## src/rtl/pcm_soft_mute.sv

```systemverilog
module pcm_soft_mute #(
  parameter int DATA_W    = 24,
  parameter int STEPS     = 32,
  parameter int HOLD      = 32,
  parameter int GAIN_FRAC = 16
) (
  input  logic              clk,
  input  logic              rst,
  input  logic              in_valid,
  input  logic [DATA_W-1:0] in_l,
  input  logic [DATA_W-1:0] in_r,
  input  logic              mute_pin,
  input  logic              mt_bit,
  input  logic              reg_mode,
  input  logic              auto_en,
  input  logic              lock,
  output logic              out_valid,
  output logic [DATA_W-1:0] out_l,
  output logic [DATA_W-1:0] out_r,
  output logic              muted
);

  localparam int POS_W  = $clog2(STEPS + 1);
  localparam int SUB_W  = (HOLD > 1) ? $clog2(HOLD) : 1;
  localparam int GAIN_W = GAIN_FRAC + 1;
  localparam int PROD_W = DATA_W + GAIN_W + 1;
  localparam longint Q  = 28;
  localparam longint PI_Q = 64'sd843314857;

  function automatic logic [GAIN_W-1:0] rc_gain(input int idx);
    longint one, t, t2, term, c, g;
    one  = 64'sd1 <<< Q;
    t    = (PI_Q * idx) / STEPS;
    t2   = (t * t) >>> Q;
    term = one;
    c    = one;
    for (int k = 1; k <= 12; k++) begin
      term = -((term * t2) >>> Q) / ((2 * k - 1) * (2 * k));
      c    = c + term;
    end
    g = ((one - c) + (64'sd1 <<< (Q - GAIN_FRAC))) >>> (Q + 1 - GAIN_FRAC);
    if (g < 0) g = 0;
    if (g > (64'sd1 <<< GAIN_FRAC)) g = 64'sd1 <<< GAIN_FRAC;
    return g[GAIN_W-1:0];
  endfunction

  logic [GAIN_W-1:0] lut [STEPS+1];
  for (genvar i = 0; i <= STEPS; i++) begin : g_lut
    localparam logic [GAIN_W-1:0] LEVEL = rc_gain(i);
    assign lut[i] = LEVEL;
  end

  logic [POS_W-1:0] pos_q;
  logic [SUB_W-1:0] sub_q;
  logic             last_req;

  wire req  = reg_mode ? mt_bit : mute_pin;
  wire hard = auto_en & ~lock;
  wire [POS_W-1:0] target  = req ? '0 : POS_W'(STEPS);
  wire [SUB_W-1:0] sub_eff = (req != last_req) ? '0 : sub_q;
  wire [GAIN_W-1:0] gain   = lut[pos_q];

  function automatic logic [DATA_W-1:0] scale(input logic [DATA_W-1:0] x,
                                               input logic [GAIN_W-1:0] g);
    logic signed [PROD_W-1:0] p;
    p = $signed(x) * $signed({1'b0, g});
    p = p + (PROD_W'(1) <<< (GAIN_FRAC - 1));
    p = p >>> GAIN_FRAC;
    return p[DATA_W-1:0];
  endfunction

  always_ff @(posedge clk) begin
    if (rst) begin
      pos_q     <= reg_mode ? '0 : POS_W'(STEPS);
      sub_q     <= '0;
      last_req  <= reg_mode;
      out_valid <= 1'b0;
      out_l     <= '0;
      out_r     <= '0;
    end else begin
      out_valid <= in_valid;
      if (in_valid) begin
        last_req <= req;
        out_l    <= hard ? '0 : scale(in_l, gain);
        out_r    <= hard ? '0 : scale(in_r, gain);
        if (pos_q == target) begin
          sub_q <= '0;
        end else if (sub_eff == SUB_W'(HOLD - 1)) begin
          sub_q <= '0;
          pos_q <= req ? pos_q - 1'b1 : pos_q + 1'b1;
        end else begin
          sub_q <= sub_eff + 1'b1;
        end
      end
    end
  end

  assign muted = (pos_q == '0) | hard;

endmodule

```

## config.mk

```make
export PLATFORM = sky130hd
export DESIGN_NAME = pcm_soft_mute
export DESIGN_NICKNAME = d
export VERILOG_FILES = /design/src/rtl/pcm_soft_mute.sv
export SDC_FILE = /design/constraint.sdc
export NUM_CORES = 2
export LEC_CHECK = 0
export ABC_AREA = 1
export BUFFER_PORTS_ARGS = -buffer_cell sky130_fd_sc_hd__buf_2
export CAP_MARGIN = 25
export CORE_ASPECT_RATIO = 2
export CORE_MARGIN = 3
export CORE_UTILIZATION = 44
export CTS_BUF_LIST = sky130_fd_sc_hd__clkbuf_2 sky130_fd_sc_hd__clkbuf_4 sky130_fd_sc_hd__clkbuf_8
export CTS_CLUSTER_DIAMETER = 150
export DETAILED_ROUTE_END_ITERATION = 10
export GPL_ROUTABILITY_DRIVEN = 0
export GPL_TIMING_DRIVEN = 0
export SLEW_MARGIN = 20
export SYNTH_ARGS = -nofsm -noshare
export SYNTH_HDL_FRONTEND = slang
export SYNTH_SLANG_ARGS = --single-unit
```

## constraint.sdc

```tcl
create_clock -name clk -period 8 [get_ports clk]
set_input_delay 0.4 -clock clk [delete_from_list [all_inputs] [get_ports clk]]
set_output_delay 0.4 -clock clk [all_outputs]
set_load 0.1 [all_outputs]
```

# Word-level counts from Yosys, hierarchy flattened

Memory sizes are Yosys's and may differ from the RTL's.
Cells that the tools add are included.

Multiply operators: 2
Bitwise operators: 4
Magnitude comparators: 1
$add $sub $neg: 5
Muxes and demuxes: 17
Equality and inequality tests: 4
Reduce and logical (&&, ||, !) cells: 4

Operators with widths:

| cell                                                     | count |
|---|---|
| adder 40 x 17 -> 40 bit, second input constant           | 2 |
| multiplier 24 x 18 -> 40 bit                             | 2 |
| two-way mux 24 bit                                       | 2 |
| two-way mux 6 bit                                        | 7 |
| two-way mux 17 bit                                       | 2 |
| two-way mux 5 bit                                        | 3 |
| greater-or-equal comparator 7 bit, second input constant | 1 |
| NOT 6 -> 7 bit                                           | 1 |
| adder 6 x 1 -> 6 bit, second input constant              | 1 |
| == test 6 bit                                            | 1 |
| logical NOT 6 bit                                        | 1 |
| subtractor 6 x 1 -> 6 bit, second input constant         | 1 |
| adder 5 x 1 -> 5 bit, second input constant              | 1 |
| == test 5 bit, second input constant                     | 1 |
| nonzero test 2 bit                                       | 2 |
| two-way mux 1 bit                                        | 3 |
| AND reduction 3 bit                                      | 1 |
| inequality test 2 bit, second input constant             | 1 |
| bitwise AND 1 bit                                        | 1 |
| inequality test 1 bit                                    | 1 |
| NOT 1 bit                                                | 1 |
| OR 1 bit                                                 | 1 |

Output and inout port bits: 50
Memory bits (read-only): 1088
Input bits: 56
Memories: 1
Register bits after elaboration: 61

Memories:

| name             | words | bits a word | read ports | clocked after memory_dff | wr ports | line | RTL |
|---|---|---|---|---|---|---|---|
| (name not given) | 64    | 17          | 1          | 0                        | 0        | 61   | `wire [GAIN_W-1:0] gain = lut[pos_q];` |

# Depth between registers and ports, before layout

Word-level depth: 8
Gate-level depth with buffers: 38

# Worst setup path after synthesis

No wires, ideal clock.

Path type: reg-to-reg
From: reg pos_q[0]
To: reg out_l[22]
Setup slack: 1.263 ns
Data required time: 7.885 ns
Cell stages (with the launch flop): 30
Arrival time: 6.622 ns
Cell sequence: edfxtp_1 -> inv_1 -> ha_1 -> nor2_1 -> o21ai_0 -> nand3_1 -> nand2_1 -> clkinv_1 -> nor2_1 -> inv_1 -> fa_1 -> inv_1 -> fa_1 -> ha_1 -> inv_1 -> fa_1 -> inv_1 -> fa_1 -> inv_1 -> fa_1 -> inv_1 -> ha_1 -> a21oi_1 -> inv_1 -> nor2_1 -> nor2_1 -> a2111oi_0 -> nand3_1 -> nand3_1 -> nand2_1

Cells in the longest elaborated chain, start to end: 7

RTL lines:

| element                                               | line | RTL |
|---|---|---|
| start, declared                                       | 53   | `logic [POS_W-1:0] pos_q;` |
| start signal, assigned                                | 74   | `pos_q <= reg_mode ? '0 : POS_W'(STEPS);` |
| start signal, assigned                                | 90   | `pos_q <= req ? pos_q - 1'b1 : pos_q + 1'b1;` |
| NOT 6 -> 7 bit (implied by the code)                  | 61   |  |
| memory (64 x 17 bit)                                  | -    |  |
| two-way mux 17 bit (implied by the code) (2 in a row) | 61   |  |
| multiplier 24 x 18 -> 40 bit                          | 66   | `p = $signed(x) * $signed({1'b0, g});` |
| adder 40 x 17 -> 40 bit                               | 67   | `p = p + (PROD_W'(1) <<< (GAIN_FRAC - 1));` |
| two-way mux 24 bit                                    | 84   | `out_l <= hard ? '0 : scale(in_l, gain);` |
| end signal, assigned                                  | 84   |  |
| end, declared                                         | 18   | `output logic [DATA_W-1:0] out_l,` |

Every way passes these cells. The select of a mux whose other input is x is not followed.
A chain may end at the register's enable or synchronous reset.

# Final worst setup path

From: reg pos_q[0]
To: reg out_r[20]

Cells in the longest elaborated chain, start to end: 7

RTL lines:

| element                                               | line | RTL |
|---|---|---|
| NOT 6 -> 7 bit (implied by the code)                  | 61   |  |
| memory (64 x 17 bit)                                  | -    |  |
| two-way mux 17 bit (implied by the code) (2 in a row) | 61   |  |
| multiplier 24 x 18 -> 40 bit                          | 66   |  |
| adder 40 x 17 -> 40 bit                               | 67   |  |
| two-way mux 24 bit                                    | 85   | `out_r <= hard ? '0 : scale(in_r, gain);` |
| end signal, assigned                                  | 85   |  |
| end, declared                                         | 19   | `output logic [DATA_W-1:0] out_r,` |

Every way passes these cells. The select of a mux whose other input is x is not followed.

==> key figures <==
CTS
  • Clock-pin slew on the worst setup and hold paths: 100 ps
  • H-tree depth: 3
  • Number of clock buffers inserted by TritonCTS: 9
  • Clock tree from TritonCTS: built
  • Sink count of the clock tree: 61
  • Hold buffers post-CTS: 0
  • Buffer depth of the longest clock path: 2
  • Clock root cell: sky130_fd_sc_hd__clkbuf_8
  • Clock latency on the worst-skew pair: 440 ps

Logic synthesis
  • Adder-cell area share of the yosys netlist: 58.9%
  • Top cells by area in the synthesized netlist: sky130_fd_sc_hd__fa_1 (49%), sky130_fd_sc_hd__inv_1 (12%), sky130_fd_sc_hd__ha_1 (9.9%)
  • Cell type with the highest aggregate area in the netlist: sky130_fd_sc_hd__fa_1
  • Yosys cell types: 49
  • Compound-gate portion of the synthesized area: 4.78%
  • Net count after synthesis: slightly above 5,000
  • Share of synthesized area occupied by flip-flops and latches: under 10%
  • Mapped Cells: 3,969
  • Mapped Avg Cell Area: 8.00 µm²
  • Area of the mapped netlist: between 30,000 and 40,000 µm²
  • Largest family of logic cells by synthesized area: adder cells
  • Multiplexer share of the synthesized area: 0%
  • Xor and xnor fraction of the mapped netlist area: less than 1%
  • Area fraction in and, or, nand and nor cells after synthesis: between 10% and 20%
  • Area share of the largest cell type after synthesis: 49.0%
  • Synth warnings: 0
  • Number of flip-flops and latches in the synthesized netlist: 61

STA
  • Final setup fails: 0
  • Relative max-transition margin: 22.1%
  • Final worst path period share: between 90 and 100%
  • Maximum achievable frequency: 0.130 GHz
  • RSZ-0062 raised after global routing: true
  • Transition time at the pin with the least slew margin: between 1000 and 1500 ps
  • Worst setup skew after layout: 20.0 ps
  • Count of final max-slew check failures: 0
  • Number of hold-slack violations in the final timing report: 0
  • Period minus WS final: approximately 7700 ps
  • Final WS setup: 289 ps
  • Post-Route Hold Slack: ~270 ps

Die
  • Total core area: 71,100 µm²
  • Die area: 75,600 µm²
  • Top Ports: ~110
  • Effective utilization at floorplan: 44.6%
  • Row count: roughly 140
  • Horizontal extent of the die: 196 µm
  • Chip height: just under 400 µm

Job
  • Maximum Capacitance Violations: 0

Routing
  • Violation count after the first detailed-route iteration: about 1,900
  • Wirelength, routed: 114,000 µm
  • Drt drc: 0
  • Routed len/inst: 22.8 µm
  • Via count: 27,000
  • Vias per cell: 5.40
  • Detail Route Antenna Nets: 0
  • First-pass detailed-route iteration total: 6

Worst setup path
  • Crit path max-delay cell type: sky130_fd_sc_hd__fa_2
  • Maximum fanout encountered on the critical timing path: 10
  • Critical path launch point type: flip-flop
  • Data required time of the critical path: 8320 ps
  • Delay of the slowest cell on the worst path: 650 ps
  • Critical setup path kind: flip-flop to flip-flop
  • CP arrival: 8030 ps
  • Worst setup EP type: flip-flop

Global route
  • Aggregate global-route resource usage: 30.9%
  • Remaining global-route overflow: 0
  • Initial antenna violation count: 5
  • Largest net degree at the start of global routing: 13
  • First-pass GRT wire length: around 170,000 µm
  • Number of global-route vias before repair: 29,300

Placement
  • HPWL reported at the end of detailed placement: 96,100 µm
  • Placed cell count: 4,971
  • Placed inst area: between 30,000 and 40,000 µm²
  • Number of buffers added on ports: 89
  • Pre-CTS WS: -730 ps

Status
  • Run status: finished clean

Layout
  • Relative area change from synthesis to final layout: 6.73%
  • Final standard cell area without fillers: 33,900 µm²
  • Share of post-route cells with drive strength above 1: 6.14%
  • Number of cells in the finished layout apart from fillers: around 5,000
  • Number of nets in the layout: 5,168

Min path
  • Type of the tightest min-delay check: input port to flip-flop
==> cell usage after synthesis (all sizes together) <==
master and instances:
o21bai 5, o2111ai 2, o22ai 2, or2 3
edfxtp 7, clkinv 20, clkbuf 89, o32ai 1
buf 48, a21boi 5, a221oi 2, fa 777
o221a 1, nor4 2, nor3b 1, o211ai 9
nand3 67, inv 1006, dfxtp 54, a2111oi 2
a21oi 108, nand4 7, xnor2 23, o21ai 107
nor3 30, a21o 12, nand2 634, o21a 3
nand3b 3, a211oi 4, nor2 662, o31a 1
o221ai 2, a31oi 6, a31o 1, ha 251
xor2 12
==> through the flow <==
stage          setup TNS [ps]  utilization (%)
2_1_floorplan               0                -
3_3_place_gp            -9050             46.9
3_5_place_dp            -9600             46.9
4_1_cts                     0             47.3
5_1_grt                  -219             47.6
6_report                    0             47.6
==> state kept, by name (all words and copies together) (netlist names) <==
register,flops
last_req,1
out_l,24
out_r,24
sub_q,5
pos_q,6
out_valid,1
==> layout by cell type (no fill, tap or decap), types with 4 or more instances in the layout <==
master	synthesis	routed
sky130_fd_sc_hd__a21boi_0	4	4
sky130_fd_sc_hd__nand3_1	67	67
sky130_fd_sc_hd__o21ai_1	21	21
sky130_fd_sc_hd__nor2_1	660	657
sky130_fd_sc_hd__o21bai_1	5	5
sky130_fd_sc_hd__inv_2	9	7
sky130_fd_sc_hd__diode_2	0	5
sky130_fd_sc_hd__inv_4	1	5
sky130_fd_sc_hd__a21oi_1	108	107
sky130_fd_sc_hd__nand2_1	620	610
sky130_fd_sc_hd__clkbuf_1	81	62
sky130_fd_sc_hd__nand2_4	1	7
sky130_fd_sc_hd__clkinv_1	20	16
sky130_fd_sc_hd__inv_1	996	991
sky130_fd_sc_hd__nand4_1	7	7
sky130_fd_sc_hd__clkinv_2	0	6
sky130_fd_sc_hd__nor3_1	30	28
sky130_fd_sc_hd__edfxtp_1	7	7
sky130_fd_sc_hd__clkbuf_2	8	26
sky130_fd_sc_hd__buf_6	1	5
sky130_fd_sc_hd__o211ai_1	9	9
sky130_fd_sc_hd__fa_1	777	775
sky130_fd_sc_hd__dfxtp_1	54	54
sky130_fd_sc_hd__xnor2_1	23	23
sky130_fd_sc_hd__nand2_2	13	17
sky130_fd_sc_hd__a211oi_1	4	4
sky130_fd_sc_hd__clkbuf_8	0	9
sky130_fd_sc_hd__xor2_1	12	12
sky130_fd_sc_hd__ha_1	251	248
sky130_fd_sc_hd__a21o_1	12	12
sky130_fd_sc_hd__clkbuf_4	0	11
sky130_fd_sc_hd__buf_2	35	118
sky130_fd_sc_hd__o21ai_0	86	86
sky130_fd_sc_hd__clkinvlp_4	0	4
sky130_fd_sc_hd__a31oi_1	6	4
sky130_fd_sc_hd__buf_1	11	7
sky130_fd_sc_hd__buf_4	1	12
==> critical path, delay by kind of cell (launching register included) <==
kind / cells / cell delay, ps
AND/OR/NAND/NOR: 10 / 1180
adder cells (fa/ha/maj): 8 / 3710
buffers and inverters: 9 / 1210
AO/OA/AOI/OAI: 4 / 950
flip-flops: 1 / 500
==> worst paths after layout <==
| path | depth (start not counted) | endpoint | slack [ps] | start |
|---|---|---|---|---|
| max | 31 | out_r[20] | 290 | pos_q[0] |
| min | 3 | out_valid | 270 | in_valid |
| max reg2reg | 31 | out_r[20] | 290 | pos_q[0] |
| min reg2reg | 2 | out_l[11] | 450 | out_l[11] |
==> kinds of logic (layout without fill, tap and decap cells) <==
| logic type | count (synthesis) | in the layout |
|---|---|---|
| XOR/XNOR | 35 | 35 |
| other | 0 | 5 |
| AND/OR/NAND/NOR | 1409 | 1409 |
| flip-flops | 61 | 61 |
| adder cells (fa/ha/maj) | 1028 | 1028 |
| buffers and inverters | 1163 | 1283 |
| AO/OA/AOI/OAI | 273 | 273 |
==> what timing repair did <==
action | CTS | global route
setup endpoints to repair | 40 | 41
resized for setup | 38 | 44
buffers inserted | 0 | 11
pin swaps | 0 | 3
==> layout make-up <==
class	count	area (µm²)
clock buffers	9	124
multi-input cells	2745	26200
fillers	7334	37200
diodes	5	12.5
plain buffers	137	636
inverters	1026	3880
clock inverters	7	73.8
flip-flops and latches	61	1290
well taps	910	1140
repair buffers	104	573
==> metal layers <==
metal / share of wire [%] / GRT usage [%] / vias up
met4: 13 / 31.4 / 0
li1: - / - / 11700
met2: 49 / 52.9 / 1263
met3: 6.6 / 4.68 / 466
met1: 31 / 31.1 / 13600
met5: 0 / 0 / -
Power is not shown: default switching activity piles up to over one toggle a cycle in this logic, so the estimate is an artifact.
